--- config.mk ---
export PLATFORM = sky130hd
export DESIGN_NAME = ldiv_top
export DESIGN_NICKNAME = d
export VERILOG_FILES = /design/src/rtl/ldiv_pkg.sv /design/src/rtl/ldiv_encoder.sv /design/src/rtl/ldiv_gain.sv /design/src/rtl/ldiv_core.sv /design/src/rtl/ldiv_top.sv
export SDC_FILE = /design/constraint.sdc
export NUM_CORES = 1
export LEC_CHECK = 0
export BUFFER_PORTS_ARGS = -buffer_cell sky130_fd_sc_hd__buf_2
export CAP_MARGIN = 30
export CORE_ASPECT_RATIO = 1.2
export CORE_UTILIZATION = 50
export CTS_CLUSTER_SIZE = 24
export DETAILED_ROUTE_END_ITERATION = 16
export PLACE_DENSITY = 0.68
export SETUP_SLACK_MARGIN = 0.2
export SYNTH_ARGS = -nofsm -noshare
export SYNTH_HDL_FRONTEND = slang
export SYNTH_SLANG_ARGS = --single-unit
--- constraint.sdc ---
create_clock -name clk -period 41.7 [get_ports clk]
set_input_delay 8.34 -clock clk [delete_from_list [all_inputs] [get_ports clk]]
set_output_delay 8.34 -clock clk [all_outputs]
set_load 0.005 [all_outputs]
--- src/rtl/ldiv_pkg.sv ---
package ldiv_pkg;
  localparam int CODE_W    = 15;
  localparam int RATIO_W   = CODE_W + 1;
  localparam int FIELD_W   = CODE_W + 2;
  localparam int P_W       = 5;
  localparam int I_W       = 6;
  localparam int P_LSB     = FIELD_W;
  localparam int I_LSB     = FIELD_W + P_W;
  localparam int CTL_W     = FIELD_W + P_W + I_W;
  localparam int MAX_RATIO = 1 << CODE_W;

  localparam logic [CODE_W-1:0]  SEED      = CODE_W'(1) << (CODE_W - 1);
  localparam logic [FIELD_W-1:0] CODE_DIV1 = FIELD_W'(17'h18003);
  localparam logic [FIELD_W-1:0] CODE_DIV2 = FIELD_W'(17'h10003);
  localparam logic [FIELD_W-1:0] CODE_OFF  = '1;

  // One shift of the ratio register: feedback from the two low bits.
  function automatic logic [CODE_W-1:0] lfsr_step(input logic [CODE_W-1:0] x);
    return {x[0] ^ x[1], x[CODE_W-1:1]};
  endfunction

  // Ratios that skip the shift walk.
  function automatic logic is_fixed(input logic [RATIO_W-1:0] m);
    return (m < RATIO_W'(3)) || (m > RATIO_W'(MAX_RATIO));
  endfunction

  function automatic logic [FIELD_W-1:0] fixed_code(input logic [RATIO_W-1:0] m);
    if (m == RATIO_W'(1))      return CODE_DIV1;
    else if (m == RATIO_W'(2)) return CODE_DIV2;
    else                       return CODE_OFF;
  endfunction
endpackage

--- src/rtl/ldiv_encoder.sv ---
module ldiv_encoder
  import ldiv_pkg::*;
(
  input  logic               clk,
  input  logic               rst,
  input  logic               in_valid,
  output logic               in_ready,
  input  logic [RATIO_W-1:0] in_ratio,
  output logic [RATIO_W-1:0] ratio_q,
  output logic [FIELD_W-1:0] code,
  output logic               done
);
  typedef enum logic [1:0] {E_IDLE, E_SHIFT, E_FIN} enc_state_t;

  enc_state_t         state;
  logic [CODE_W-1:0]  work;
  logic [RATIO_W-1:0] remain;
  logic [FIELD_W-1:0] result;
  logic [RATIO_W-1:0] steps;
  logic [CODE_W-1:0]  work_nx;

  assign steps   = RATIO_W'(MAX_RATIO + 1) - in_ratio;
  assign work_nx = lfsr_step(work);

  always_ff @(posedge clk) begin
    if (rst) begin
      state   <= E_IDLE;
      work    <= SEED;
      remain  <= '0;
      result  <= CODE_OFF;
      ratio_q <= '0;
    end else begin
      unique case (state)
        E_IDLE: begin
          if (in_valid) begin
            ratio_q <= in_ratio;
            if (is_fixed(in_ratio)) begin
              result <= fixed_code(in_ratio);
              state  <= E_FIN;
            end else begin
              work   <= SEED;
              remain <= steps;
              state  <= E_SHIFT;
            end
          end
        end
        E_SHIFT: begin
          work   <= work_nx;
          remain <= remain - RATIO_W'(1);
          if (remain == RATIO_W'(1)) begin
            result <= {{(FIELD_W-CODE_W){1'b0}}, work_nx};
            state  <= E_FIN;
          end
        end
        default: state <= E_IDLE;
      endcase
    end
  end

  assign in_ready = (state == E_IDLE);
  assign done     = (state == E_FIN);
  assign code     = result;
endmodule

--- src/rtl/ldiv_gain.sv ---
module ldiv_gain
  import ldiv_pkg::*;
(
  input  logic [RATIO_W-1:0] ratio,
  output logic [P_W-1:0]     sel_p,
  output logic [I_W-1:0]     sel_i
);
  localparam logic [RATIO_W-1:0] P_KNEE = RATIO_W'(60);
  localparam logic [RATIO_W-1:0] I_MID  = RATIO_W'(501);

  logic [RATIO_W-1:0] quot;

  always_comb begin
    quot = '0;
    if (ratio < P_KNEE) sel_p = P_W'(ratio >> 1) + P_W'(1);
    else                sel_p = '1;

    if (ratio > RATIO_W'(16384))      sel_i = I_W'(1);
    else if (ratio > RATIO_W'(8192))  sel_i = I_W'(2);
    else if (ratio > RATIO_W'(2048))  sel_i = I_W'(4);
    else if (ratio >= I_MID)          sel_i = I_W'(8);
    else if (ratio >= P_KNEE) begin
      quot  = RATIO_W'(1024) / (ratio + RATIO_W'(9));
      sel_i = I_W'(quot << 2);
    end else begin
      sel_i = I_W'((ratio & RATIO_W'(16'h003C)) + RATIO_W'(4));
    end
  end
endmodule

--- src/rtl/ldiv_core.sv ---
module ldiv_core
  import ldiv_pkg::*;
(
  input  logic               clk,
  input  logic               rst,
  input  logic               load,
  input  logic [FIELD_W-1:0] code,
  output logic               pulse
);
  typedef enum logic [1:0] {C_STOP, C_DIV1, C_DIV2, C_RUN} core_mode_t;

  core_mode_t         mode;
  logic [CODE_W-1:0]  shreg;
  logic [CODE_W-1:0]  reload;
  logic               gap;
  logic               phase;
  core_mode_t         mode_dec;

  always_comb begin
    if (code == CODE_DIV1)                 mode_dec = C_DIV1;
    else if (code == CODE_DIV2)            mode_dec = C_DIV2;
    else if (code[FIELD_W-1:CODE_W] != '0) mode_dec = C_STOP;
    else                                   mode_dec = C_RUN;
  end

  always_ff @(posedge clk) begin
    if (rst) begin
      mode   <= C_STOP;
      shreg  <= SEED;
      reload <= SEED;
      gap    <= 1'b0;
      phase  <= 1'b0;
    end else if (load) begin
      mode   <= mode_dec;
      shreg  <= code[CODE_W-1:0];
      reload <= code[CODE_W-1:0];
      gap    <= 1'b0;
      phase  <= 1'b0;
    end else begin
      unique case (mode)
        C_RUN: begin
          if (gap) begin
            shreg <= reload;
            gap   <= 1'b0;
          end else if (shreg == SEED) begin
            gap <= 1'b1;
          end else begin
            shreg <= lfsr_step(shreg);
          end
        end
        C_DIV2:  phase <= ~phase;
        default: ;
      endcase
    end
  end

  assign pulse = ((mode == C_RUN) && !gap && (shreg == SEED)) ||
                 (mode == C_DIV1) ||
                 ((mode == C_DIV2) && phase);
endmodule

--- src/rtl/ldiv_top.sv ---
module ldiv_top
  import ldiv_pkg::*;
(
  input  logic               clk,
  input  logic               rst,
  input  logic               ratio_valid,
  output logic               ratio_ready,
  input  logic [RATIO_W-1:0] ratio_in,
  output logic               enc_done,
  output logic [FIELD_W-1:0] code_out,
  output logic [P_W-1:0]     sel_p,
  output logic [I_W-1:0]     sel_i,
  output logic [CTL_W-1:0]   ctl_word,
  output logic               div_pulse
);
  logic [RATIO_W-1:0] ratio_q;

  ldiv_encoder u_enc (
    .clk      (clk),
    .rst      (rst),
    .in_valid (ratio_valid),
    .in_ready (ratio_ready),
    .in_ratio (ratio_in),
    .ratio_q  (ratio_q),
    .code     (code_out),
    .done     (enc_done)
  );

  ldiv_gain u_gain (
    .ratio (ratio_q),
    .sel_p (sel_p),
    .sel_i (sel_i)
  );

  ldiv_core u_core (
    .clk   (clk),
    .rst   (rst),
    .load  (enc_done),
    .code  (code_out),
    .pulse (div_pulse)
  );

  assign ctl_word = {sel_i, sel_p, code_out};
endmodule

# --- Word-level counts from Yosys, hierarchy flattened ---
# Index checks and enable logic that the tools add are counted.
op_classes:
  addsub: 5
  div_mod_pow: 1
  magnitude_cmp: 8
  eq_ne: 16
  mux: 31
  n_bitwise: 3
  reduce_logical: 17
op_table:
  columns: ["cell", "count"]
  rows:
  - ["$mux W15", 6]
  - ["$mux W17", 4]
  - ["$mux W16", 3]
  - ["$eq A17 B17 Y1 const B", 2]
  - ["$pmux W17 S2", 1]
  - ["$eq A16 B1 Y1 const B", 2]
  - ["$pmux W16 S2", 1]
  - ["$mux W6", 5]
  - ["$pmux W15 S2", 1]
  - ["$add A16 B4 Y16 const B", 1]
  - ["$div A11 B16 Y16 const A", 1]
  - ["$eq A16 B2 Y1 const B", 1]
  - ["$ge A16 B6 Y1 const B", 1]
  - ["$ge A16 B9 Y1 const B", 1]
  - ["$gt A16 B12 Y1 const B", 1]
  - ["$gt A16 B14 Y1 const B", 1]
  - ["$gt A16 B15 Y1 const B", 1]
  - ["$gt A16 B16 Y1 const B", 1]
  - ["$lt A16 B2 Y1 const B", 1]
  - ["$lt A16 B6 Y1 const B", 1]
  - ["$sub A16 B1 Y16 const B", 1]
  - ["$sub A16 B16 Y16 const A", 1]
  - ["$eq A15 B15 Y1 const B", 1]
  - ["$mux W2", 6]
  - ["other kinds (21)", 36]
totals:
  register_bits: 100
  in_bits: 19
  out_inout_bits: 59
  wordCells: 91

# --- Logic depth before layout (Yosys ltp) ---
# Gate-level depths: netlist (run 1).
logic_depth:
  depth_word: 7
  depth_mapped: 142
  ltp_nobuf: 129

# --- Modules after synthesis ---
# From an unflattened synthesis (run 1), not the netlist that was laid out.
hier_totals:
  hier_cells: 1807
  hier_area_um2: 13350.3
by_module_without_submodules:
  columns: ["mod", "instances", "cells_each", "area_per_inst_um2", "seq_area_each_um2"]
  rows:
  - ["ldiv_gain", 1, 1153, 7935.1, 0.0]
  - ["ldiv_encoder", 1, 418, 3383.2, 1321.3]
  - ["ldiv_core", 1, 208, 1821.7, 680.7]
  - ["ldiv_top", 1, 28, 210.2, 0.0]

# --- Worst setup path after synthesis (run 1) ---
# No wires, ideal clock.
synth_path:
  path_kind: "register -> output"
  from: "register u_enc.ratio_q[3]"
  to: "output port sel_i[2]"
  arrival_ns: 26.594
  required_time_ns: 33.360
  path_slack_ns: 6.766
  path_stages_with_launch: 136
  n_path_buf: 17
  path_cell_list: "dfxtp_1 -> buf_2 -> inv_1 -> ha_1 -> a21oi_4 -> nor3_1 -> xnor2_1 -> nand4b_2 -> nor2_1 -> clkbuf_1 -> nand2_1 -> nor2_1 -> ha_1 -> a21o_1 -> o21ai_1 -> o22a_1 -> o22a_1 -> nor2_1 -> (+100 left out) -> a22oi_1 -> o21ai_0 -> nand2_1 -> buf_1 -> nor2_1 -> a221o_1 -> ha_1 -> a21o_1 -> a21oi_1 -> nor2b_1 -> o21ai_0 -> nand2b_1 -> a21oi_1 -> nor2b_1 -> o21ai_0 -> o211ai_1 -> a21o_1 -> buf_4"
synth_between:
  elab_chain_cells: 7
  word_cells_on_any_way: 12
  cone_classes: "add/sub (1); div (1); order compare (5); mux (5)"
synth_lines:
  columns: ["item", "line", "text"]
  rows:
  - ["start, declared", "ldiv_encoder.sv:9", "output logic [RATIO_W-1:0] ratio_q,"]
  - ["start signal, assigned", "ldiv_encoder.sv:36", "ratio_q <= in_ratio;"]
  - ["$add A16 B4 Y16", "ldiv_gain.sv:23", "quot = RATIO_W'(1024) / (ratio + RATIO_W'(9));"]
  - ["$div A11 B16 Y16", "ldiv_gain.sv:23", null]
  - ["$mux W6", "ldiv_gain.sv:22", "else if (ratio >= P_KNEE) begin"]
  - ["$mux W6", "ldiv_gain.sv:21", "else if (ratio >= I_MID) sel_i = I_W'(8);"]
  - ["$mux W6", "ldiv_gain.sv:20", "else if (ratio > RATIO_W'(2048)) sel_i = I_W'(4);"]
  - ["$mux W6", "ldiv_gain.sv:19", "else if (ratio > RATIO_W'(8192)) sel_i = I_W'(2);"]
  - ["$mux W6 *", "ldiv_gain.sv:18", "if (ratio > RATIO_W'(16384)) sel_i = I_W'(1);"]
  - ["end, declared", "ldiv_top.sv:12", "output logic [I_W-1:0] sel_i,"]
# Mark *: on every way between the ends. The rest lies on a longest branch, timed or not.

# --- Worst setup path in the final report (run 1) ---
layout_path:
  from: "register u_enc.ratio_q[3]"
  to: "output port ctl_word[24]"
layout_between:
  elab_chain_cells: 7
  word_cells_on_any_way: 12
  cone_classes: "add/sub (1); div (1); order compare (5); mux (5)"
layout_lines:
  columns: ["item", "line", "text"]
  rows:
  - ["$add A16 B4 Y16", "ldiv_gain.sv:23", null]
  - ["$div A11 B16 Y16", "ldiv_gain.sv:23", null]
  - ["$mux W6", "ldiv_gain.sv:22", null]
  - ["$mux W6", "ldiv_gain.sv:21", null]
  - ["$mux W6", "ldiv_gain.sv:20", null]
  - ["$mux W6", "ldiv_gain.sv:19", null]
  - ["$mux W6 *", "ldiv_gain.sv:18", null]
  - ["end, declared", "ldiv_top.sv:13", "output logic [CTL_W-1:0] ctl_word,"]
# Marks and branches as above.

==> results.tsv, run 1 <==
metric	value	unit
cp_common_cell	ha_1	
initial_core_util	51.4	%
grt_pass1_vias	12735	
drv_cap	0	
yosysTopAreaCell	dfxtp_1	
critPathMaxStageDelay	750	ps
synthCells	1794	
crit_slowest_cell	dfxtp_1	
hold_buffers	0	
synth.ff_latch_count	100	
yosysUniqueCellTypes	98	
synth.avg_cell_area	7.16	µm²
ant_nets	0	
coreArea	25000	µm²
clockBufferDepth	2	
finalCritPeriodShare	94.1	%
grt-ovfl-total	0	
finalHoldViolations	0	
dieArea	26400	µm²
drt_iter0_drc	1010	
grt_pass1_wl	64.5	mm
dr.pass1.iters	6	
setup_viol	0	
placedCellCount	2099	
required	33360	ps
slew-limit-headroom	34.5	%
synthTopCellsByCount	nand2_1, a21oi_1, nor2_1	
routed_wl	39.6	mm
synth_area_leaders	dfxtp_1, ha_1, a21oi_1	
nFillCells	2458	
synth-edff-count	0	
portBuffers	77	
cts_root_buffer	clkbuf_16	
drive_gt1_share	11.2	%
cts_tree	done	
syn-num-nets	1942	
fmax	25.5	MHz
cts.htree.levels	3	
cp_max_fo	23	
grt_max_degree	100	
ys_async_sr_fraction	0	%
finClkSkew	6.84	ps
routabilityCongestion	1.00	
drc	0	
finalSetupTns	0	ps
synth_ff_type	dfxtp_1	
maxSlewViolCount	0	
antenna_found_initial	0	
synth_warnings	0	
yosysSeqAreaShare	15.6	%
crit_path_end_kind	primary output	
synth_most_common_cell	nand2_1	
dieHeight	178	µm
grt.total_usage	30.2	%
worst_slew_pin_slew	981	ps
worst_setup_path_start_kind	flop	
fp.dieW	148	µm
wire_per_inst	18.7	µm
vias_per_cell	6.36	
post-place-ws	2040	ps
vias	13512	
crit_type	reg2out	
n_antenna_cell	0	
synth_area	12900	µm²
numCtsBuffers	9	
dp_hpwl	29.8	mm
rows	63	
rsz0062_at_grt	false	
clk_pin_slew	70	ps
period_minus_slack	39250	ps
cts.sinks	100	
syn2layout_area_growth	5.86	%
insertion_delay	340	ps
nets	1941	
fin_cells	2123	
worstPathArrival	30910	ps
synth_top_area_share	15.6	%
final.setup.worst_slack	2450	ps
min_path_type	reg2reg	
status	finished, final reports clean	
seqCellArea	2000	µm²
multi_input_area	10100	µm²
io_pins	78	
==> stage by stage <==
stage | util [%] | cell area (µm²) | hold slack, ps
floorplan | - | 12900 | 422
global placement | 52.9 | 13200 | 430
detailed placement | 52.9 | 13200 | 434
CTS | 54.1 | 13500 | 446
global route | 54.4 | 13600 | 473
finish | 54.4 | 13600 | 443
==> cells by family (layout without fill, tap and decap cells) <==
group / Yosys count / after routing / share of synthesized area (%)
compound gates: 554 / 554 / 28.6
mux: 48 / 48 / 3.96
fa+ha+maj: 129 / 129 / 12.6
simple gates: 701 / 701 / 26.5
xor+xnor: 102 / 102 / 6.95
buf+inv: 160 / 164 / 5.84
flops: 100 / 100 / 15.6
==> critical path: cells and delay by family (launching register included) <==
| kind | cells | cell delay, ps |
|---|---|---|
| AOI/OAI and AO/OA | 60 | 14450 |
| adders and majority gates | 15 | 5310 |
| buffers and inverters | 5 | 650 |
| DFF | 1 | 750 |
| muxes | 2 | 710 |
| and+or+nand+nor | 41 | 8630 |
==> placed cells by master, fill, tap and decap left out, types with 7 or more instances in the layout <==
cell type	instances
a21o_1	34
o22ai_1	8
nand4_1	25
o21a_1	29
and3_1	14
dfxtp_1	98
nor3b_1	7
a311oi_1	7
nand3_1	58
nor2_1	160
or2_2	8
buf_4	27
a31o_2	8
o21ai_0	95
and2_1	11
nand2_1	227
a211oi_1	23
nor4_1	19
ha_1	128
xor2_1	42
inv_1	41
nor3_1	56
o31ai_1	15
a21oi_1	174
nand2b_1	41
buf_2	77
o21bai_1	9
mux2_2	22
a31oi_1	18
o211ai_1	32
clkbuf_16	9
mux2i_1	25
or3_1	13
nor2b_1	20
xnor2_1	59
a2111oi_0	8
nand3b_1	8
==> registers in the layout (all words and copies together), names as in the netlist <==
signal	flops
u_enc.ratio_q	16
u_enc.remain	16
u_core.gap	1
u_core.mode	2
u_core.shreg	15
u_enc.state	2
u_core.reload	15
u_enc.work	15
u_enc.code	17
u_core.phase	1
==> layer usage <==
metal  GRT usage [%]  routed length (µm)
met5               0                   0
met4            14.7                1830
met3            3.16                2630
met2            51.3               18200
met1            37.9               17000
==> repair_timing <==
item	CTS	global route
gates resized for setup	0	10
setup buffers	0	8
setup endpoints to repair	0	4
==> final cells by class <==
| class | count | share of cell area (%) |
|---|---|---|
| Sequential cell | 100 | 14.7 |
| Multi-Input combinational cell | 1534 | 74.6 |
| Inverter | 42 | 1.16 |
| Tap cell | 325 | 2.99 |
| Clock inverter | 6 | 0.340 |
| Timing Repair Buffer | 106 | 4.43 |
| Clock buffer | 10 | 1.76 |
==> worst paths after layout <==
path | from | end | slack, ps | depth (start not counted)
min | u_core.reload[14]$_SDFFE_PP1P_ | u_core.reload[14]$_SDFFE_PP1P_ | 440 | 2
max | u_enc.ratio_q[3]$_SDFFE_PP0P_ | ctl_word[24] | 2450 | 123
max reg2reg | u_enc.state[1]$_SDFFE_PP0P_ | u_enc.remain[13]$_SDFFE_PP0P_ | 39220 | 6
min reg2reg | u_core.reload[14]$_SDFFE_PP1P_ | u_core.reload[14]$_SDFFE_PP1P_ | 440 | 2
Power of run 1 is not shown: default switching activity piles up to over one toggle a cycle in this logic, so the estimate is an artifact.
==> run 2, diff against run 1 <==
- CORE_UTILIZATION: 50 -> 25
- MAX_ROUTING_LAYER: not set -> met4
- PLACE_DENSITY: 0.68 -> not set
==> results.tsv, run 2 (same netlist as run 1, synthesis figures left out) <==
metric	value	unit	change
status	finished, final reports clean		
dp_hpwl	33.4	mm	+12%
final.setup.worst_slack	2350	ps	-99.6 ps
io_pins	78		unchanged
largest_reg_flops	17		unchanged
layout_commonest_cell	nand2_1		
coreArea	50600	µm²	+100%
drc	0		unchanged
grt-ovfl-total	0		unchanged
whs_path_depth	2		unchanged
crit_slowest_cell	dfxtp_1		
ant_nets	0		unchanged
dieArea	52300	µm²	+99%
maxSlewViolCount	0		unchanged
grt_max_degree	100		unchanged
fp.dieW	209	µm	+41%
rows	90		+43%
finClkSkew	13.2	ps	+6.39 ps
worstPathArrival	31010	ps	+100 ps
cts.htree.levels	3		unchanged
fmax	25.4	MHz	-0.25%
placedCellCount	2421		+15%
routabilityCongestion	1.01		+1.1%
dieHeight	250	µm	+41%
grt_pass1_wl	69.3	mm	+7.5%
clockBufferDepth	2		unchanged
nets	1946		+0.26%
clk_pin_slew	80	ps	about the same
ff2ff_path_depth	6		unchanged
wire_per_inst	17.9	µm	-4.1%
portBuffers	77		unchanged
vias_per_cell	5.57		-13%
drive_gt1_share	11.6	%	+0.36 points
r2r_slack	39250	ps	+30 ps
antenna_found_initial	5		+5
min_to	u_core.reload[14]$_SDFFE_PP1P_		
initial_core_util	25.4	%	-26 points
nFillCells	5509		+120%
syn2layout_area_growth	9.75	%	
cts.sinks	100		unchanged
period_minus_slack	39350	ps	+99.6 ps
cts_tree	done		
worst_slew_pin_slew	1000	ps	+22.4 ps
vias	13646		+0.99%
hold_start	u_core.reload[14]$_SDFFE_PP1P_		
timing.rr.start	u_enc.state[1]$_SDFFE_PP0P_		
hold_buffers	0		unchanged
finalHoldViolations	0		unchanged
final_cell_mix	nand2_1, a21oi_1, nor2_1		
drv_cap	0		unchanged
required	33360	ps	about the same
rsz0062_at_grt	false		
finalSetupTns	0	ps	unchanged
grt_use_met2	29.4	%	-22 points
slew-limit-headroom	31.4	%	-3.1 points
use_met1	19.8	%	-18 points
drt_iter0_drc	1008		-0.20%
dr.pass1.iters	6		unchanged
multi_input_area	10200	µm²	+0.19%
insertion_delay	350	ps	about the same
critPathMaxStageDelay	720	ps	-30 ps
finalCritPeriodShare	94.4	%	+0.24 points
min_path_type	reg2reg		
cp_max_fo	23		unchanged
seqCellArea	2010	µm²	+0.19%
post-place-ws	1440	ps	-603 ps
cts_root_buffer	clkbuf_16		
r2r-end	u_enc.remain[13]$_SDFFE_PP0P_		
grt_pass1_vias	12908		+1.4%
worst_setup_path_start_kind	flop		
top_usage_layer	met2		
setup_viol	0		unchanged
routed_wl	43.9	mm	+11%
crit_path_end_kind	primary output		
crit_type	reg2out		
fin_cells	2451		+15%
cp_common_cell	ha_1		
use_met3	1.47	%	-1.7 points
numCtsBuffers	9		unchanged
grt.total_usage	16.7	%	-13 points
## run 2: cell type report
type / count / share of cell area, %
Antenna cell: 5 / 0.0887
Clock buffer: 10 / 1.62
Clock inverter: 5 / 0.603
Inverter: 42 / 1.12
Multi-Input combinational cell: 1534 / 72.1
Sequential cell: 100 / 14.2
Tap cell: 644 / 5.71
Timing Repair Buffer: 111 / 4.54
## run 2: layer usage
metal / vias to the layer above / share of wire [%]
met5: - / 0
met4: 0 / 3.4
met3: 91 / 5.7
met2: 511 / 49
met1: 6436 / 42
li1: 6608 / -
## run 2: worst max path at each step
| stage | from | to | slack (ps) | cells after the start |
|---|---|---|---|---|
| floorplan | u_enc.ratio_q[3]$_SDFFE_PP0P_ | sel_i[2] | 6770 | 135 |
| global placement | u_enc.ratio_q[0]$_SDFFE_PP0P_ | ctl_word[24] | 2080 | 124 |
| detailed placement | u_enc.ratio_q[0]$_SDFFE_PP0P_ | ctl_word[24] | 1440 | 123 |
| CTS | u_enc.ratio_q[0]$_SDFFE_PP0P_ | ctl_word[24] | 900 | 123 |
| global route | u_enc.ratio_q[2]$_SDFFE_PP0P_ | sel_i[2] | 280 | 122 |
| finish | u_enc.ratio_q[4]$_SDFFE_PP0P_ | ctl_word[24] | 2350 | 121 |
## run 2: repair_timing
action	4_1_cts	5_1_grt
endpoints found under the hold margin	0	0
resized for setup	0	16
setup endpoints to repair	0	4
buffers inserted	0	10
## run 2: stage by stage
step	cell area [µm²]	utilization, %	hold slack [ps]
detailed placement	13700	27.0	436
global route	14100	27.9	461
global placement	13600	27.0	432
floorplan	12900	-	422
CTS	14000	27.6	445
finish	14100	27.9	444
## run 2: critical path: cells and delay by family (launching register included)
kind	cells	cell delay, ps
AND/OR/NAND/NOR	36	7830
AO/OA/AOI/OAI	62	15010
flip-flops	1	720
adder cells (fa/ha/maj)	14	4900
buffers and inverters	5	830
multiplexers	4	1310
Power of run 2 is left out for the same reason.
==> run 3, diff against run 2 <==
- ABC_AREA: not set -> 0
- CORE_UTILIZATION: 25 -> 60
- PLACE_DENSITY: not set -> 0.79
==> results.tsv, run 3 (same netlist as run 1, synthesis figures left out) <==
metric	value	unit	change
worst_slew_pin_slew	1010	ps	+2.95 ps
fin_area	13600	µm²	-3.7%
cts_root_buffer	clkbuf_16		
ant_nets	0		unchanged
crit_slowest_cell	dfxtp_2		
dr.pass1.iters	6		unchanged
io_pins	78		unchanged
portBuffers	77		unchanged
r2r_slack	39150	ps	-100 ps
grt-ovfl-total	0		unchanged
cts.sinks	100		unchanged
cp_max_fo	23		unchanged
initial_core_util	61.3	%	+36 points
rsz0062_at_grt	false		
wire_per_inst	20.3	µm	+14%
setup_viol	0		unchanged
nets	1941		-0.26%
clockBufferDepth	2		unchanged
grt.total_usage	39.1	%	+22 points
finClkSkew	7.20	ps	-6.02 ps
hold_ws	452	ps	+8.26 ps
hold_buffers	0		unchanged
placedCellCount	2044		-16%
finalSetupTns	0	ps	unchanged
drc	0		unchanged
dieArea	22000	µm²	-58%
required	33360	ps	about the same
syn2layout_area_growth	5.73	%	
grt_pass1_vias	12647		-2.0%
layout_commonest_cell	nand2_1		
grt_max_degree	100		unchanged
maxSlewViolCount	0		unchanged
crit_path_end_kind	primary output		
cts_tree	done		
slew-limit-headroom	32.8	%	+1.4 points
insertion_delay	340	ps	about the same
clk_pin_slew	70	ps	about the same
drive_gt1_share	11.5	%	-0.079 points
routabilityCongestion	1.02		+1.1%
cp_common_cell	ha_1		
vias	13717		+0.52%
grt_pass1_wl	66.2	mm	-4.5%
cp_num_buf_inv	5		unchanged
vias_per_cell	6.64		+19%
antenna_found_initial	0		-5
worst_setup_path_start_kind	flop		
finalCritPeriodShare	94.4	%	about the same
rows	58		-36%
routed_wl	42.0	mm	-4.3%
largest_reg_flops	17		unchanged
finalHoldViolations	0		unchanged
crit_type	reg2out		
dp_hpwl	31.7	mm	-5.3%
drt_iter0_drc	1247		+24%
n_antenna_cell	0		-5
fin_cells	2067		-16%
min_path_type	reg2reg		
status	finished, final reports clean		
numCtsBuffers	9		unchanged
final_cell_mix	nand2_1, a21oi_1, nor2_1		
dieHeight	162	µm	-35%
crit_family	compound AO/OA/AOI/OAI gates		
dpl_cell_area	13200	µm²	-3.5%
coreArea	21000	µm²	-59%
nFillCells	1953		-65%
critPathMaxStageDelay	620	ps	-100 ps
cts.htree.levels	3		unchanged
fmax	25.4	MHz	about the same
drv_cap	0		unchanged
worstPathArrival	31040	ps	+30 ps
period_minus_slack	39380	ps	+26.0 ps
fp.dieW	136	µm	-35%
==> run 3: changes by cell type in the layout (fill, tap and decap cells not counted), moves of 2 or more <==
cell,before,now
buf_4,32,27
diode_2,5,0
a2111oi_0,8,6
a2111oi_1,0,2
==> run 3: final cells by class <==
type	instances	area, µm²	share of cell area (%)
Multi-Input combinational cell	1534	10200	74.9
Sequential cell	100	2010	14.8
Tap cell	270	338	2.49
Timing Repair Buffer	106	611	4.49
Clock inverter	5	61.3	0.451
Clock buffer	10	239	1.76
Inverter	42	158	1.16
==> run 3: per-stage QoR <==
step / setup slack [ps] / util [%]
after global routing: 180 / 64.8
after floorplan: 6770 / -
after detailed placement: 1640 / 62.8
final: 2320 / 64.8
after global placement: 2580 / 62.7
after CTS: 1210 / 64.3
==> run 3: worst paths after layout <==
kind / start / end / cells past startpoint
min: u_core.reload[14]$_SDFFE_PP1P_ / u_core.reload[14]$_SDFFE_PP1P_ / 2
min reg2reg: u_core.reload[14]$_SDFFE_PP1P_ / u_core.reload[14]$_SDFFE_PP1P_ / 2
max reg2reg: u_enc.state[1]$_SDFFE_PP0P_ / u_enc.remain[13]$_SDFFE_PP0P_ / 6
max: u_enc.ratio_q[0]$_SDFFE_PP0P_ / ctl_word[24] / 122
==> run 3: metal layers <==
metal	GRT usage (%)	wire length, µm	part of all wire [%]	vias to the layer above
met3	3.18	2600	6.2	166
met4	24.2	2820	6.7	0
met2	64.5	19900	47	588
li1	-	-	-	6593
met1	45.9	16700	40	6370
met5	-	0	0	-
==> run 3: worst min-delay path, stage by stage, from the launching register on <==
cell and delay (ps):
dfxtp_1 310, nand2_1 50, nand2_1 40
==> run 3: what timing repair did <==
item                                    CTS  global route
endpoints found under the hold margin     0             0
buffers inserted                          0             8
endpoints found under the setup margin    0             4
gates resized for setup                   0            15
Power of run 3 is left out for the same reason.
